## config.mk

```make
export PLATFORM = sky130hd
export DESIGN_NAME = pktfe_top
export DESIGN_NICKNAME = d
export VERILOG_FILES = /design/src/rtl/pktfe_pkg.sv /design/src/rtl/pktfe_ident.sv /design/src/rtl/pktfe_split.sv /design/src/rtl/pktfe_top.sv
export SDC_FILE = /design/constraint.sdc
export NUM_CORES = 1
export LEC_CHECK = 0
export ABC_AREA = 1
export BUFFER_PORTS_ARGS = -buffer_cell sky130_fd_sc_hd__buf_4
export CAP_MARGIN = 30
export CORE_MARGIN = 3
export CORE_UTILIZATION = 60
export CTS_BUF_LIST = sky130_fd_sc_hd__clkbuf_4 sky130_fd_sc_hd__clkbuf_8 sky130_fd_sc_hd__clkbuf_16
export CTS_CLUSTER_DIAMETER = 30
export DETAILED_ROUTE_END_ITERATION = 8
export GPL_TIMING_DRIVEN = 0
export PLACE_DENSITY = 0.85
export SLEW_MARGIN = 5
export SYNTH_ARGS = -nofsm -noshare
export SYNTH_HDL_FRONTEND = slang
export SYNTH_SLANG_ARGS = --single-unit
```

## constraint.sdc

```tcl
create_clock -name clk -period 10 [get_ports clk]
set_clock_uncertainty 0.05 [all_clocks]
set_input_delay 0 -clock clk [delete_from_list [all_inputs] [get_ports clk]]
set_output_delay 0 -clock clk [all_outputs]
set_load 0.01 [all_outputs]
```

## src/rtl/pktfe_pkg.sv

```systemverilog
package pktfe_pkg;
    typedef enum logic [2:0] {
        ST_IDLE, ST_PACKET, ST_AWAIT, ST_STREAM, ST_IDENT
    } fe_state_t;

    localparam logic [7:0] STS_READY = 8'h40;
    localparam logic [7:0] STS_SERV  = 8'h10;
    localparam logic [7:0] STS_DRQ   = 8'h08;
    localparam logic [7:0] STS_CHK   = 8'h01;

    localparam logic [7:0] IR_COD = 8'h01;
    localparam logic [7:0] IR_IO  = 8'h02;

    localparam logic [7:0] OP_PACKET  = 8'hA0;
    localparam logic [7:0] OP_IDPKT   = 8'hA1;
    localparam logic [7:0] OP_IDDISK  = 8'hEC;
    localparam logic [7:0] OP_SETFEAT = 8'hEF;

    localparam logic [2:0] TF_DATA = 3'd0;
    localparam logic [2:0] TF_ERR  = 3'd1;
    localparam logic [2:0] TF_IRSN = 3'd2;
    localparam logic [2:0] TF_TAG  = 3'd3;
    localparam logic [2:0] TF_CLO  = 3'd4;
    localparam logic [2:0] TF_CHI  = 3'd5;
    localparam logic [2:0] TF_DSEL = 3'd6;
    localparam logic [2:0] TF_CMD  = 3'd7;
endpackage

```

## src/rtl/pktfe_ident.sv

```systemverilog
module pktfe_ident #(
    parameter logic [15:0] WORD0    = 16'h8580,
    parameter int          CAP_IDX  = 49,
    parameter logic [15:0] CAP_WORD = 16'h0600
) (
    input  logic [7:0]  widx,
    output logic [15:0] word
);
    always_comb begin
        if (widx == 8'd0)                 word = WORD0;
        else if (widx == 8'(CAP_IDX))     word = CAP_WORD;
        else                              word = 16'h0000;
    end
endmodule

```

## src/rtl/pktfe_split.sv

```systemverilog
module pktfe_split #(
    parameter int LEN_W     = 24,
    parameter int MAX_CHUNK = 63488
) (
    input  logic [LEN_W-1:0] total,
    output logic [LEN_W-1:0] chunk,
    output logic [LEN_W-1:0] rest
);
    localparam logic [LEN_W-1:0] LIMIT = LEN_W'(MAX_CHUNK);

    always_comb begin
        chunk = (total > LIMIT) ? LIMIT : total;
        rest  = total - chunk;
    end
endmodule

```

## src/rtl/pktfe_top.sv

```systemverilog
module pktfe_top
    import pktfe_pkg::*;
#(
    parameter int LEN_W     = 24,
    parameter int MAX_CHUNK = 63488,
    parameter int PKT_BYTES = 12
) (
    input  logic                   clk,
    input  logic                   rst_n,
    input  logic                   hp_wr,
    input  logic                   hp_rd,
    input  logic [2:0]             hp_addr,
    input  logic [7:0]             hp_wdata,
    output logic [7:0]             hp_rdata,
    input  logic                   hp_wwr,
    input  logic [15:0]            hp_wdata16,
    input  logic                   hp_wrd,
    output logic [15:0]            hp_rdata16,
    output logic                   irq_o,
    output logic                   be_cmd_valid,
    output logic [PKT_BYTES*8-1:0] be_cmd_pkt,
    input  logic                   be_rsp_valid,
    input  logic                   be_rsp_err,
    input  logic [LEN_W-1:0]       be_rsp_len,
    output logic                   be_word_rd,
    input  logic [15:0]            be_word_in
);
    localparam logic [LEN_W-1:0] PKT_LAST = LEN_W'(PKT_BYTES - 2);
    localparam logic [LEN_W-1:0] ID_LEN   = LEN_W'(512);

    fe_state_t state, state_nxt;
    logic [7:0] sts_q, err_q, ir_q, tag_q, clo_q, chi_q, dsel_q;
    logic [LEN_W-1:0] ptr, cur_len, remain, split_src, chunk, rest, ptr_next;
    logic [PKT_BYTES*8-1:0] pkt_q;
    logic cmd_wr, pkt_last, rd_fire, chunk_end, cmdv_q, irq_q;
    logic [15:0] id_word;

    assign cmd_wr    = hp_wr && (hp_addr == TF_CMD);
    assign pkt_last  = (state == ST_PACKET) && hp_wwr && (ptr == PKT_LAST);
    assign rd_fire   = hp_wrd && ((state == ST_STREAM) || (state == ST_IDENT));
    assign ptr_next  = ptr + LEN_W'(2);
    assign chunk_end = rd_fire && (ptr_next >= cur_len);
    assign split_src = (state == ST_AWAIT) ? be_rsp_len : remain;

    pktfe_split #(.LEN_W(LEN_W), .MAX_CHUNK(MAX_CHUNK)) split_i (
        .total(split_src), .chunk(chunk), .rest(rest)
    );

    pktfe_ident ident_i (.widx(ptr[8:1]), .word(id_word));

    // next-state decision
    always_comb begin
        state_nxt = state;
        if (cmd_wr) begin
            unique case (hp_wdata)
                OP_PACKET:             state_nxt = ST_PACKET;
                OP_IDPKT:              state_nxt = ST_IDENT;
                OP_IDDISK, OP_SETFEAT: state_nxt = ST_IDLE;
                default:               state_nxt = state;
            endcase
        end else begin
            unique case (state)
                ST_IDLE:   state_nxt = ST_IDLE;
                ST_PACKET: if (pkt_last) state_nxt = ST_AWAIT;
                ST_AWAIT:  if (be_rsp_valid)
                               state_nxt = (be_rsp_err || be_rsp_len == '0) ? ST_IDLE : ST_STREAM;
                ST_STREAM: if (chunk_end && remain == '0) state_nxt = ST_IDLE;
                ST_IDENT:  if (chunk_end) state_nxt = ST_IDLE;
                default:   state_nxt = ST_IDLE;
            endcase
        end
    end

    always_ff @(posedge clk) begin
        if (!rst_n) state <= ST_IDLE;
        else        state <= state_nxt;
    end

    // registers and outputs
    always_ff @(posedge clk) begin
        if (!rst_n) begin
            sts_q <= 8'h00; err_q <= 8'h01; ir_q <= 8'h00; tag_q <= 8'h00;
            clo_q <= 8'h14; chi_q <= 8'hEB; dsel_q <= 8'h00;
            ptr <= '0; cur_len <= '0; remain <= '0; pkt_q <= '0;
            cmdv_q <= 1'b0; irq_q <= 1'b0;
        end else begin
            cmdv_q <= 1'b0;
            if (hp_rd) irq_q <= 1'b0;
            if (hp_wr) begin
                unique case (hp_addr)
                    TF_ERR:  err_q  <= hp_wdata;
                    TF_IRSN: ir_q   <= hp_wdata;
                    TF_TAG:  tag_q  <= hp_wdata;
                    TF_CLO:  clo_q  <= hp_wdata;
                    TF_CHI:  chi_q  <= hp_wdata;
                    TF_DSEL: dsel_q <= hp_wdata;
                    default: ;
                endcase
            end
            if (cmd_wr) begin
                unique case (hp_wdata)
                    OP_PACKET: begin
                        sts_q <= STS_DRQ; ir_q <= IR_COD;
                        ptr <= '0; cur_len <= '0; remain <= '0;
                    end
                    OP_IDPKT: begin
                        sts_q <= STS_DRQ; ptr <= '0; cur_len <= ID_LEN; remain <= '0;
                        {chi_q, clo_q} <= 16'h0200; irq_q <= 1'b1;
                    end
                    OP_IDDISK: begin
                        err_q <= 8'h04; sts_q <= STS_CHK; irq_q <= 1'b1;
                    end
                    OP_SETFEAT: begin
                        sts_q <= 8'h00; ptr <= '0; cur_len <= '0; remain <= '0;
                        irq_q <= 1'b1;
                    end
                    default: ;
                endcase
            end else begin
                unique case (state)
                    ST_PACKET: if (hp_wwr) begin
                        pkt_q[{ptr[3:1], 4'b0000} +: 16] <= hp_wdata16;
                        if (pkt_last) begin
                            ptr <= '0; cmdv_q <= 1'b1;
                        end else begin
                            ptr <= ptr_next;
                        end
                    end
                    ST_AWAIT: if (be_rsp_valid) begin
                        if (be_rsp_err) begin
                            sts_q <= STS_DRQ | STS_CHK; err_q <= 8'h50;
                            {chi_q, clo_q} <= 16'h0000;
                        end else if (be_rsp_len == '0) begin
                            sts_q <= STS_READY; ir_q <= IR_IO | IR_COD;
                            {chi_q, clo_q} <= 16'h0000; irq_q <= 1'b1;
                        end else begin
                            sts_q <= STS_DRQ | STS_SERV; ir_q <= IR_IO;
                            {chi_q, clo_q} <= chunk[15:0];
                            cur_len <= chunk; remain <= rest; ptr <= '0;
                            irq_q <= 1'b1;
                        end
                    end
                    ST_STREAM, ST_IDENT: if (rd_fire) begin
                        if (chunk_end) begin
                            ptr <= '0; irq_q <= 1'b1;
                            if (state == ST_STREAM && remain != '0) begin
                                {chi_q, clo_q} <= chunk[15:0];
                                cur_len <= chunk; remain <= rest;
                            end else begin
                                sts_q <= 8'h00; ir_q <= IR_IO;
                            end
                        end else begin
                            ptr <= ptr_next;
                        end
                    end
                    default: ;
                endcase
            end
        end
    end

    always_comb begin
        unique case (hp_addr)
            TF_DATA: hp_rdata = 8'h00;
            TF_ERR:  hp_rdata = err_q;
            TF_IRSN: hp_rdata = ir_q;
            TF_TAG:  hp_rdata = tag_q;
            TF_CLO:  hp_rdata = clo_q;
            TF_CHI:  hp_rdata = chi_q;
            TF_DSEL: hp_rdata = dsel_q;
            default: hp_rdata = sts_q;
        endcase
    end

    assign hp_rdata16   = (state == ST_STREAM) ? be_word_in :
                          (state == ST_IDENT)  ? id_word : 16'h0000;
    assign be_word_rd   = hp_wrd && (state == ST_STREAM);
    assign be_cmd_valid = cmdv_q;
    assign be_cmd_pkt   = pkt_q;
    assign irq_o        = irq_q;


    cmd_pulse_chk: assert property (@(posedge clk) disable iff (!rst_n)
        be_cmd_valid |=> !be_cmd_valid);

    chunk_bound_chk: assert property (@(posedge clk) disable iff (!rst_n)
        32'({chi_q, clo_q}) <= 32'(MAX_CHUNK) || hp_wr);

    stream_status_chk: assert property (@(posedge clk) disable iff (!rst_n)
        (state == ST_STREAM) |-> (sts_q == (STS_DRQ | STS_SERV)));

    irq_clear_chk: assert property (@(posedge clk) disable iff (!rst_n)
        (hp_rd && !hp_wr && !hp_wwr && !hp_wrd && !be_rsp_valid) |=> !irq_o);
endmodule

```

==> run metrics <==
Leakage 7.03 nW; Tmin final 5430 ps; initial DRC count 1467; via count 14100; post-synth top area share 38.0%; Synth Cell Area 11800 um^2; CP max FO 10; HP Class primary input to flop; per-cell routed wire length 19.9 um; first-pass GRT wire length 71700 um; flop and latch count out of synthesis 224; ys flop type dfxtp_1; final setup violation count 0; Worst VDD drop 0.241 mV; post-DP HPWL 31400 um; Max Slew Vio Count 0; # resized after CTS 0; CTS Buf Count 42; final WL 46000 um; top-level I/O count 198; synth top area cells dfxtp_1 (38%), nand2_1 (11%), a21oi_1 (9.4%), o21ai_0 (7.9%), inv_1 (7.5%); TritonCTS clock tree done; core area 19000 um^2; syn_nets 1850; Synth Area per Inst 6.76 um^2; R2R depth 29; Clock transition at path regs 60 ps; CTS Sinks 224; max frequency 0.184 GHz; design area 15500 um^2; FFs w/ async S/R, synth 0%; RSZ-0062 raised after global routing false; most common cell after layout, fill and taps aside nand2_1; Comb power frac 33.2%; root buf cell clkbuf_16; Worst path most repeated cell nand2_1; full die area 21400 um^2; Initial Util 62.1%; Max clock buf depth 3; Final Hold Fails 0; crit start category flop; number of antenna diodes 0; routability congestion estimate 1.00; layout cells sized above 1 16.0%; DRC viols 1; NetSw 1.45 mW; RR Endpoint cur_len[2]$_SDFFE_PN0P_; post-synth cell types 51; Die Ht 146 um; worst setup path endpoint cur_len[2]$_SDFFE_PN0P_; IO Port Bufs 196; Synth Instances 1747; Pint 2.31 mW; GRT overflow 0; row cnt 50; final period utilization 54.3%; Nets 2125; Sw Share 38.6%; Pre-Repair DR Iteration Count 8; outcome finished, violations left; number of global-route vias before repair 13600; Post-Route Setup TNS 0 ps; largest net degree at the start of global routing 14; kind of critical path flop to flop; Seq/Total Area, Yosys 38.0%; GRT Overall Usage 41.1%; initial antenna violation count 0; number of synthesis warnings 0; Worst Setup SP ptr[1]$_SDFFE_PN0P_; most frequent cells in the layout nand2_1 (341), inv_1 (236), dfxtp_1 (224); Critical Path RT 10410 ps; hold_buf cts 35; Worst path max stage delay 460 ps; violated checks DRC; worst skew pair latency 540 ps; ANT nets after route 0; r2r setup slk 4570 ps; Worst Tran Pin Value 989 ps; Area growth syn-to-layout 30.9%; cell taking the most area after synthesis dfxtp_1; power per cell area 243 nW/um^2; CTS H-tree depth 2; Vias/cell 6.10; clock power share 40.3%; Post-synth EDFFs 0; Rel. slew slack 34.0%; Sequential Power Share 26.5%; r2r startpoint ptr[1]$_SDFFE_PN0P_; slowest cell on the critical path dfxtp_1; Placed Area 13600 um^2; final core occ 81.3%; WP data arrival 5840 ps; max_cap viols 0; critical path capture point type flop; die width 146 um; postcts setup bufs 0
power groups by stage:
| stage | clock network (mW) | logic [mW] | registers, mW |
|---|---|---|---|
| after floorplan | 0 | 0.829 | 0.999 |
| after global placement | 0 | 1.15 | 1.01 |
| after detailed placement | 0 | 1.17 | 1.01 |
| after CTS | 1.50 | 1.19 | 0.992 |
| after global routing | 1.55 | 1.37 | 0.998 |
| final | 1.52 | 1.25 | 0.996 |
flip-flops by register name, summed over array words and instances (netlist names), 3 cells and up:
register	cells
cur_len	24
ptr	23
chi_q	8
ir_q	8
remain	24
clo_q	8
be_cmd_pkt	96
state	3
err_q	8
dsel_q	8
tag_q	8
sts_q	4
layer usage:
layer / GRT usage, % / wire length [um] / part of all wire, % / vias up
met5: 0 / 0 / 0 / -
met4: 22.5 / 2820 / 6.1 / 0
met3: 9.65 / 4900 / 11 / 219
met2: 67.7 / 21300 / 46 / 1017
met1: 49.6 / 17000 / 37 / 6502
li1: - / - / - / 6383
through the flow:
step / hold slack (ps) / power (mW) / std cells / worst slack, ps
global placement: 209 / 2.16 / 2203 / 4950
CTS: 6.35 / 3.69 / 2314 / 4750
global route: 54.1 / 3.92 / 2314 / 4100
detailed placement: 220 / 2.18 / 2203 / 4840
finish: 19.2 / 3.76 / 2314 / 4570
floorplan: 37.1 / 1.83 / 1747 / 5960
cell type report:
cell class	instances	area [um^2]
clock inverters	31	407
well taps	260	325
flip-flops and latches	224	4480
fillers	1282	3560
multi-input cells	1190	6030
clock buffers	45	1100
repair buffers	231	1820
inverters	248	931
plain buffers	85	362
worst max-delay path: cells and delay by family (launching register included):
family          cells  cell delay (ps)
compound gates      1              180
fa+ha+maj           2              540
buf+inv             5              670
xor+xnor            1              190
flops               1              460
simple gates       20             3260
worst min-delay path by stage:
stage / start / to / slack (ps) / cells past startpoint
final: be_rsp_len[18] / remain[18]$_SDFFE_PN0P_ / 20 / 6
after global routing: be_rsp_len[17] / remain[17]$_SDFFE_PN0P_ / 50 / 6
after CTS: hp_wwr / be_cmd_valid$_SDFF_PP0_ / 6 / 5
after detailed placement: hp_rd / irq_o$_SDFF_PN0_ / 220 / 4
after global placement: hp_rd / irq_o$_SDFF_PN0_ / 210 / 4
after floorplan: be_word_in[0] / hp_rdata16[0] / 40 / 2
cell families after synthesis:
group | Yosys count | synth area share [%]
compound gates | 490 | 22.1
flops | 224 | 38.0
xor+xnor | 24 | 1.78
buf+inv | 333 | 10.9
mux | 1 | 0.0954
other cells | 1 | 0.0318
fa+ha+maj | 28 | 2.97
simple gates | 646 | 24.0
synthesized netlist by cell type (all sizes together), types with 4 or more instances:
library cell and n:
nand2 348, a21oi 221, nor2 108, o211ai 9, or2 5, nor4 19, a31oi 4, o221ai 4
nand4 28, ha 28, xor2 22, o21ai 202, dfxtp 224, a211oi 5, nand3b 7, clkbuf 68
inv 245, nor3 35, o22ai 24, nand3 94, a22oi 6, buf 17
No activity file was read; power rests on OpenSTA's default activity.
